[src/rtl/alarm_pkg.sv]
package alarm_pkg;
  localparam int FIELDS = 4;
  localparam int DATA_W = 8;
  localparam int ADDR_W = $clog2(FIELDS);

  typedef enum logic [ADDR_W-1:0] {FLD_SEC, FLD_MIN, FLD_HOUR, FLD_DATE} fieldE;
  typedef enum logic [2:0] {RPT_MONTH, RPT_DAY, RPT_HOUR, RPT_MIN, RPT_SEC} repeatE;

  typedef struct packed {
    logic [FIELDS-1:0] wrSel;
    logic              evalEn;
  } ctrlStrobeT;

  function automatic logic [7:0] bcdToBin(input logic [3:0] tens, input logic [3:0] units);
    return (8'(tens) * 8'd10) + 8'(units);
  endfunction
endpackage

[src/rtl/alarm_ctrl.sv]
module alarm_ctrl
  import alarm_pkg::*;
(
  input  logic              clk,
  input  logic              rstN,
  input  logic              tick,
  input  logic              clkRun,
  input  logic              wrEn,
  input  logic [ADDR_W-1:0] wrAddr,
  input  logic [DATA_W-1:0] wrData,
  output ctrlStrobeT        strb
);
  logic       inRange;
  logic [7:0] binVal;

  always_comb begin
    binVal  = 8'd0;
    inRange = 1'b0;
    unique case (fieldE'(wrAddr))
      FLD_SEC, FLD_MIN: begin
        binVal  = bcdToBin({1'b0, wrData[6:4]}, wrData[3:0]);
        inRange = (binVal <= 8'd59);
      end
      FLD_HOUR: begin
        binVal  = bcdToBin({2'b0, wrData[5:4]}, wrData[3:0]);
        inRange = (binVal <= 8'd23);
      end
      FLD_DATE: begin
        binVal  = bcdToBin({3'b0, wrData[4]}, wrData[3:0]);
        inRange = (binVal >= 8'd1) && (binVal <= 8'd31);
      end
      default: inRange = 1'b0;
    endcase
  end

  always_comb begin
    strb.wrSel  = '0;
    if (wrEn && inRange) strb.wrSel[wrAddr] = 1'b1;
    strb.evalEn = tick & clkRun;
  end


  wr_onehot_chk: assert property (@(posedge clk) disable iff (!rstN)
    $onehot0(strb.wrSel));


  eval_needs_tick_chk: assert property (@(posedge clk) disable iff (!rstN)
    strb.evalEn |-> tick);
endmodule

[src/rtl/alarm_dp.sv]
module alarm_dp
  import alarm_pkg::*;
(
  input  logic              clk,
  input  logic              rstN,
  input  ctrlStrobeT        strb,
  input  logic [DATA_W-1:0] wrData,
  input  logic [DATA_W-1:0] curSec,
  input  logic [DATA_W-1:0] curMin,
  input  logic [DATA_W-1:0] curHour,
  input  logic [DATA_W-1:0] curDate,
  input  logic [ADDR_W-1:0] rdAddr,
  output logic [DATA_W-1:0] rdData,
  output logic              alarmIrq
);
  logic [DATA_W-1:0] alarmReg [FIELDS];
  logic [FIELDS-1:0] maskBits;
  logic              secHit, minHit, hourHit, dateHit;
  logic              fire;
  repeatE            rptMode;

  for (genvar f = 0; f < FIELDS; f++) begin : g_field
    always_ff @(posedge clk) begin
      if (!rstN)               alarmReg[f] <= '0;
      else if (strb.wrSel[f])  alarmReg[f] <= wrData;
    end
    assign maskBits[f] = alarmReg[f][DATA_W-1];


    hold_unselected_chk: assert property (@(posedge clk) disable iff (!rstN)
      !strb.wrSel[f] |=> $stable(alarmReg[f]));
  end

  assign secHit  = alarmReg[FLD_SEC][6:0]  == curSec[6:0];
  assign minHit  = alarmReg[FLD_MIN][6:0]  == curMin[6:0];
  assign hourHit = alarmReg[FLD_HOUR][5:0] == curHour[5:0];
  assign dateHit = alarmReg[FLD_DATE][5:0] == curDate[5:0];

  always_comb begin
    unique case (maskBits)
      4'b0000: rptMode = RPT_MONTH;
      4'b1000: rptMode = RPT_DAY;
      4'b1100: rptMode = RPT_HOUR;
      4'b1110: rptMode = RPT_MIN;
      default: rptMode = RPT_SEC;
    endcase
  end

  always_comb begin
    unique case (rptMode)
      RPT_MONTH: fire = dateHit & hourHit & minHit & secHit;
      RPT_DAY:   fire = hourHit & minHit & secHit;
      RPT_HOUR:  fire = minHit & secHit;
      RPT_MIN:   fire = secHit;
      default:   fire = 1'b1;
    endcase
  end

  always_ff @(posedge clk) begin
    if (!rstN) alarmIrq <= 1'b0;
    else       alarmIrq <= strb.evalEn & fire;
  end

  assign rdData = alarmReg[rdAddr];


  irq_from_eval_chk: assert property (@(posedge clk) disable iff (!rstN)
    alarmIrq |-> $past(strb.evalEn));
endmodule

[src/rtl/rtc_alarm_match.sv]
module rtc_alarm_match
  import alarm_pkg::*;
(
  input  logic       clk,
  input  logic       rstN,
  input  logic       tick,
  input  logic       clkRun,
  input  logic [7:0] curSec,
  input  logic [7:0] curMin,
  input  logic [7:0] curHour,
  input  logic [7:0] curDate,
  input  logic       wrEn,
  input  logic [1:0] wrAddr,
  input  logic [7:0] wrData,
  input  logic [1:0] rdAddr,
  output logic [7:0] rdData,
  output logic       alarmIrq
);
  ctrlStrobeT strb;

  alarm_ctrl i_ctrl (
    .clk(clk), .rstN(rstN), .tick(tick), .clkRun(clkRun),
    .wrEn(wrEn), .wrAddr(wrAddr), .wrData(wrData), .strb(strb)
  );

  alarm_dp i_dp (
    .clk(clk), .rstN(rstN), .strb(strb), .wrData(wrData),
    .curSec(curSec), .curMin(curMin), .curHour(curHour), .curDate(curDate),
    .rdAddr(rdAddr), .rdData(rdData), .alarmIrq(alarmIrq)
  );


  stopped_quiet_chk: assert property (@(posedge clk) disable iff (!rstN)
    !clkRun |=> !alarmIrq);
endmodule

[config.mk]
export PLATFORM = sky130hd
export DESIGN_NAME = rtc_alarm_match
export DESIGN_NICKNAME = d
export VERILOG_FILES = /design/src/rtl/alarm_pkg.sv /design/src/rtl/alarm_ctrl.sv /design/src/rtl/alarm_dp.sv /design/src/rtl/rtc_alarm_match.sv
export SDC_FILE = /design/constraint.sdc
export NUM_CORES = 1
export LEC_CHECK = 0
export ABC_CLOCK_PERIOD_IN_PS = 2500
export BUFFER_PORTS_ARGS = -buffer_cell sky130_fd_sc_hd__buf_2
export CAP_MARGIN = 0
export CORE_MARGIN = 3
export CORE_UTILIZATION = 48
export DETAILED_ROUTE_END_ITERATION = 8
export GPL_TIMING_DRIVEN = 0
export HOLD_SLACK_MARGIN = 0.12
export PLACE_DENSITY_LB_ADDON = 0.1
export SLEW_MARGIN = 20
export SYNTH_ARGS = -nofsm -noshare
export SYNTH_HDL_FRONTEND = slang
export SYNTH_HIERARCHICAL = 1
export SYNTH_SLANG_ARGS = --single-unit
[constraint.sdc]
create_clock -name clk -period 2.5 [get_ports clk]
set_input_delay 0 -clock clk [delete_from_list [all_inputs] [get_ports clk]]
set_output_delay 0 -clock clk [all_outputs]
set_load 0.01 [all_outputs]
==> flow_metrics.tcl <==
set metrics [dict create \
    grt_start_max_net_pins 13 \
    finalSetupViolations 0 \
    post_synth_mux_area_share_pct 8.27 \
    startpoint "wrData[4]" \
    power.share.clock_pct 33.5 \
    edff_count_synth 32 \
    ctsRootBufferMaster "sky130_fd_sc_hd__clkbuf_8" \
    port_buffers 49 \
    share_of_synthesized_area_occupied_by_flip_flops_and_latches_pct 45.0 \
    synth.top_cells.by_area "sky130_fd_sc_hd__edfxtp_1, sky130_fd_sc_hd__xor2_1, sky130_fd_sc_hd__and3_1" \
    synth_top_family_by_area "simple AND/OR/NAND/NOR gates" \
    hold_path.class "in -> reg" \
    synth.yosys.warnings 6 \
    ys_types 47 \
    timing.fmax_mhz 422 \
    synth-seq-cells 33 \
    layout_common_cells "sky130_fd_sc_hd__buf_2, sky130_fd_sc_hd__edfxtp_1, sky130_fd_sc_hd__and3_1" \
    critical_path.reg2reg.endpoint "i_dp/alarmIrq$_SDFF_PN0_" \
    maxCapViolCount 0 \
    critical_path.endpoint "i_dp/alarmReg[0][4]$_SDFFCE_PN0P_" \
    first_global_vias 1740 \
    cts_tree "done" \
    power-per-cell-area_nw_per_um2 552 \
    post_synth.cell_area_avg_um2 12.8 \
    syn-instance-count 170 \
    whs_ns 0.130 \
    start_util_pct 51.9 \
    rrSetupSlack_ns 0.68 \
    mappedNetlistNets 229 \
    simple_logic_cell_fraction_of_the_synthesized_area_pct 20.4 \
    maxSlewHeadroom_pct 44.9 \
    finalMaxSlewViolations 0 \
    detailedRoute.firstPassIterationCount 4 \
    crit_path_start_kind "primary input" \
    i_o_pin_count 58 \
    fin_worst_skew_ns 0.00593 \
    drt-vias-per-instance 5.76 \
    antennaDiodeCount 0 \
    grt_remaining_overflow 0 \
    critPathArrivalTime_ns 2.36 \
    numCtsBuffers 5 \
    internal_power_mw 1.10 \
    p_sw_mw 0.399 \
    placedCellCount 269 \
    p_sw_share_pct 26.7 \
    end_kind "register" \
    count_of_non_filler_cells_in_the_finished_layout 284 \
    synth_fa_ha_area_share_pct 6.08 \
    comb_power_share_pct 20.5 \
    post_cts.repair.setup_buffers 0 \
    die-width_um 73.4 \
    mostFrequentLayoutCell "sky130_fd_sc_hd__buf_2" \
    final_cell_area_excluding_filler_cells_um2 2710 \
    first_pass_grt_wire_length_mm 8.34 \
    postPlaceCellArea_um2 2490 \
    finalHoldViolCount 0 \
    cts_max_path_buffers 2 \
    synth_xor_xnor_area_share_pct 10.8 \
    critical_path.reg2reg.startpoint "i_dp/alarmReg[1][5]$_SDFFCE_PN0P_" \
    dominantRegCellSynth "sky130_fd_sc_hd__edfxtp_1" \
    detail_route.drc_violations 0 \
    run_status "finished clean" \
    tritoncts_num_sinks 33 \
    antenna_found_initial 0 \
    drt-wirelength-per-cell_um 18.5 \
    clkTransAtPathRegs_ns 0.07 \
    post_synth_top_area_cell "sky130_fd_sc_hd__edfxtp_1" \
    seqPwrFrac_pct 46.0 \
    ys_async_rst_share_pct 0 \
    crit_type "in -> reg" \
    synth_compound_area_share_pct 8.21 \
    fp.coreArea_um2 4200 \
    gr-usage-all-layers_pct 20.7 \
    fin_nets 292 \
    max-vdd-ir-drop_v 0.000311 \
    synth.top_cell.area_share_pct 44.1 \
    ctsHtreeMaxLevel 2 \
    worst-r2r-cell-count 5 \
    gp_routability_congestion 0.881 \
    placementRows 23 \
    clock_latency_ns 0.28 \
    fin_crit_sh_pct 94.7 \
    synth.cell_area_um2 2180 \
    vias 1636 \
    total_leakage_power_nw 1.17 \
    floorplan.die.height_um 73.4 \
    finalWorstPathRequiredPeriod_ns 2.37 \
    dieArea_um2 5390 \
    postRouteAntennaNets 0 \
    worst-slew-pin-transition_ns 0.826 \
    detail_route.wirelength_mm 5.27 \
    dpl.hpwl_mm 4.21 \
    initialDrtViolationCount 65 \
    timing.critical_path.fanout_max 9 \
    cp_data_required_time_ns 2.49 \
    syn2layout_area_growth_pct 24.3 \
    post_route_cells_drive_above_1_share_pct 35.0 \
]
-- cells in the mapped netlist, types with 2 or more instances --
cell / number
sky130_fd_sc_hd__nor3_1: 3
sky130_fd_sc_hd__mux4_2: 8
sky130_fd_sc_hd__and2_1: 2
sky130_fd_sc_hd__a21oi_1: 3
sky130_fd_sc_hd__a2111oi_2: 2
sky130_fd_sc_hd__nand2_1: 4
sky130_fd_sc_hd__and3_2: 2
sky130_fd_sc_hd__edfxtp_1: 32
sky130_fd_sc_hd__nand2b_1: 2
sky130_fd_sc_hd__nor4_1: 5
sky130_fd_sc_hd__nor2_1: 3
sky130_fd_sc_hd__or2b_1: 4
sky130_fd_sc_hd__xnor2_1: 4
sky130_fd_sc_hd__xor2_1: 23
sky130_fd_sc_hd__buf_2: 3
sky130_fd_sc_hd__nor2b_1: 2
sky130_fd_sc_hd__ha_1: 9
sky130_fd_sc_hd__and3_1: 30
-- worst min path at each step --
| stage | start | end | depth (start not counted) |
|---|---|---|---|
| final | wrData[6] | i_dp/alarmReg[2][6]$_SDFFCE_PN0P_ | 2 |
| after global routing | wrData[6] | i_dp/alarmReg[2][6]$_SDFFCE_PN0P_ | 2 |
| after CTS | wrData[6] | i_dp/alarmReg[2][6]$_SDFFCE_PN0P_ | 2 |
| after detailed placement | wrData[7] | i_dp/alarmReg[3][7]$_SDFFCE_PN0P_ | 2 |
| after global placement | wrData[7] | i_dp/alarmReg[3][7]$_SDFFCE_PN0P_ | 2 |
| after floorplan | rstN | i_dp/alarmIrq$_SDFF_PN0_ | 2 |
-- through the flow --
stage          TNS, ns  utilization, %  setup slack, ns  power (mW)
6_report             0            64.5            0.132        1.49
5_1_grt        -0.0233            64.5         -0.00706        1.56
4_1_cts              0            63.9           0.0607        1.50
3_5_place_dp     -7.74            59.2           -0.434       0.986
3_3_place_gp     -5.28            59.2           -0.334       0.971
2_1_floorplan        0               -            0.158       0.869
-- power groups by stage --
| stage | clock, mW | combinational, mW | sequential (mW) |
|---|---|---|---|
| 6_report | 0.501 | 0.306 | 0.688 |
| 5_1_grt | 0.531 | 0.335 | 0.692 |
| 2_1_floorplan | 0 | 0.185 | 0.684 |
| 3_3_place_gp | 0 | 0.272 | 0.699 |
| 4_1_cts | 0.510 | 0.298 | 0.688 |
| 3_5_place_dp | 0 | 0.286 | 0.700 |
-- worst max-delay path, stage by stage --
cell and delay [ns]:
sky130_fd_sc_hd__buf_2 0.16, sky130_fd_sc_hd__ha_1 0.27, sky130_fd_sc_hd__fa_1 0.46, sky130_fd_sc_hd__and2_4 0.22
sky130_fd_sc_hd__a2111oi_4 0.38, sky130_fd_sc_hd__a2111oi_4 0.11, sky130_fd_sc_hd__nor4b_4 0.47, sky130_fd_sc_hd__or2b_4 0.27
-- cells by family (layout without fill, tap and decap cells) --
kind of cell | after synthesis | after routing
AOI/OAI and AO/OA | 19 | 19
xor gates and xnor gates | 27 | 27
and+or+nand+nor | 67 | 67
DFF | 33 | 33
adders and majority gates | 10 | 10
muxes | 8 | 8
buffers and inverters | 6 | 70
-- state kept, by name (all words and copies together) (netlist names) --
signal and flops:
i_dp/alarmReg 32, i_dp/alarmIrq 1
-- cell type report --
cell class	count	area [µm²]
fill	346	1490
multi-input combinational	131	1210
sequential	33	981
timing repair buffer	56	315
clock buffer	5	68.8
tap	50	62.6
clock inverter	3	46.3
buffer	5	22.5
inverter	1	3.75
-- timing repair --
action,4_1_cts,5_1_grt
hold buffers,7,0
hold endpoints to repair,9,0
setup endpoints to repair,16,16
resized for setup,2,3
gates cloned,0,0
-- layer usage --
layer / routed length (µm) / vias to the layer above / global-route usage (%)
met3: 381 / 14 / 4.65
met4: 119 / 0 / 10.5
li1: - / 790 / -
met5: 0 / - / 0
met1: 2250 / 761 / 26.2
met2: 2520 / 71 / 33.2
Power figures use the tool's default switching activity.
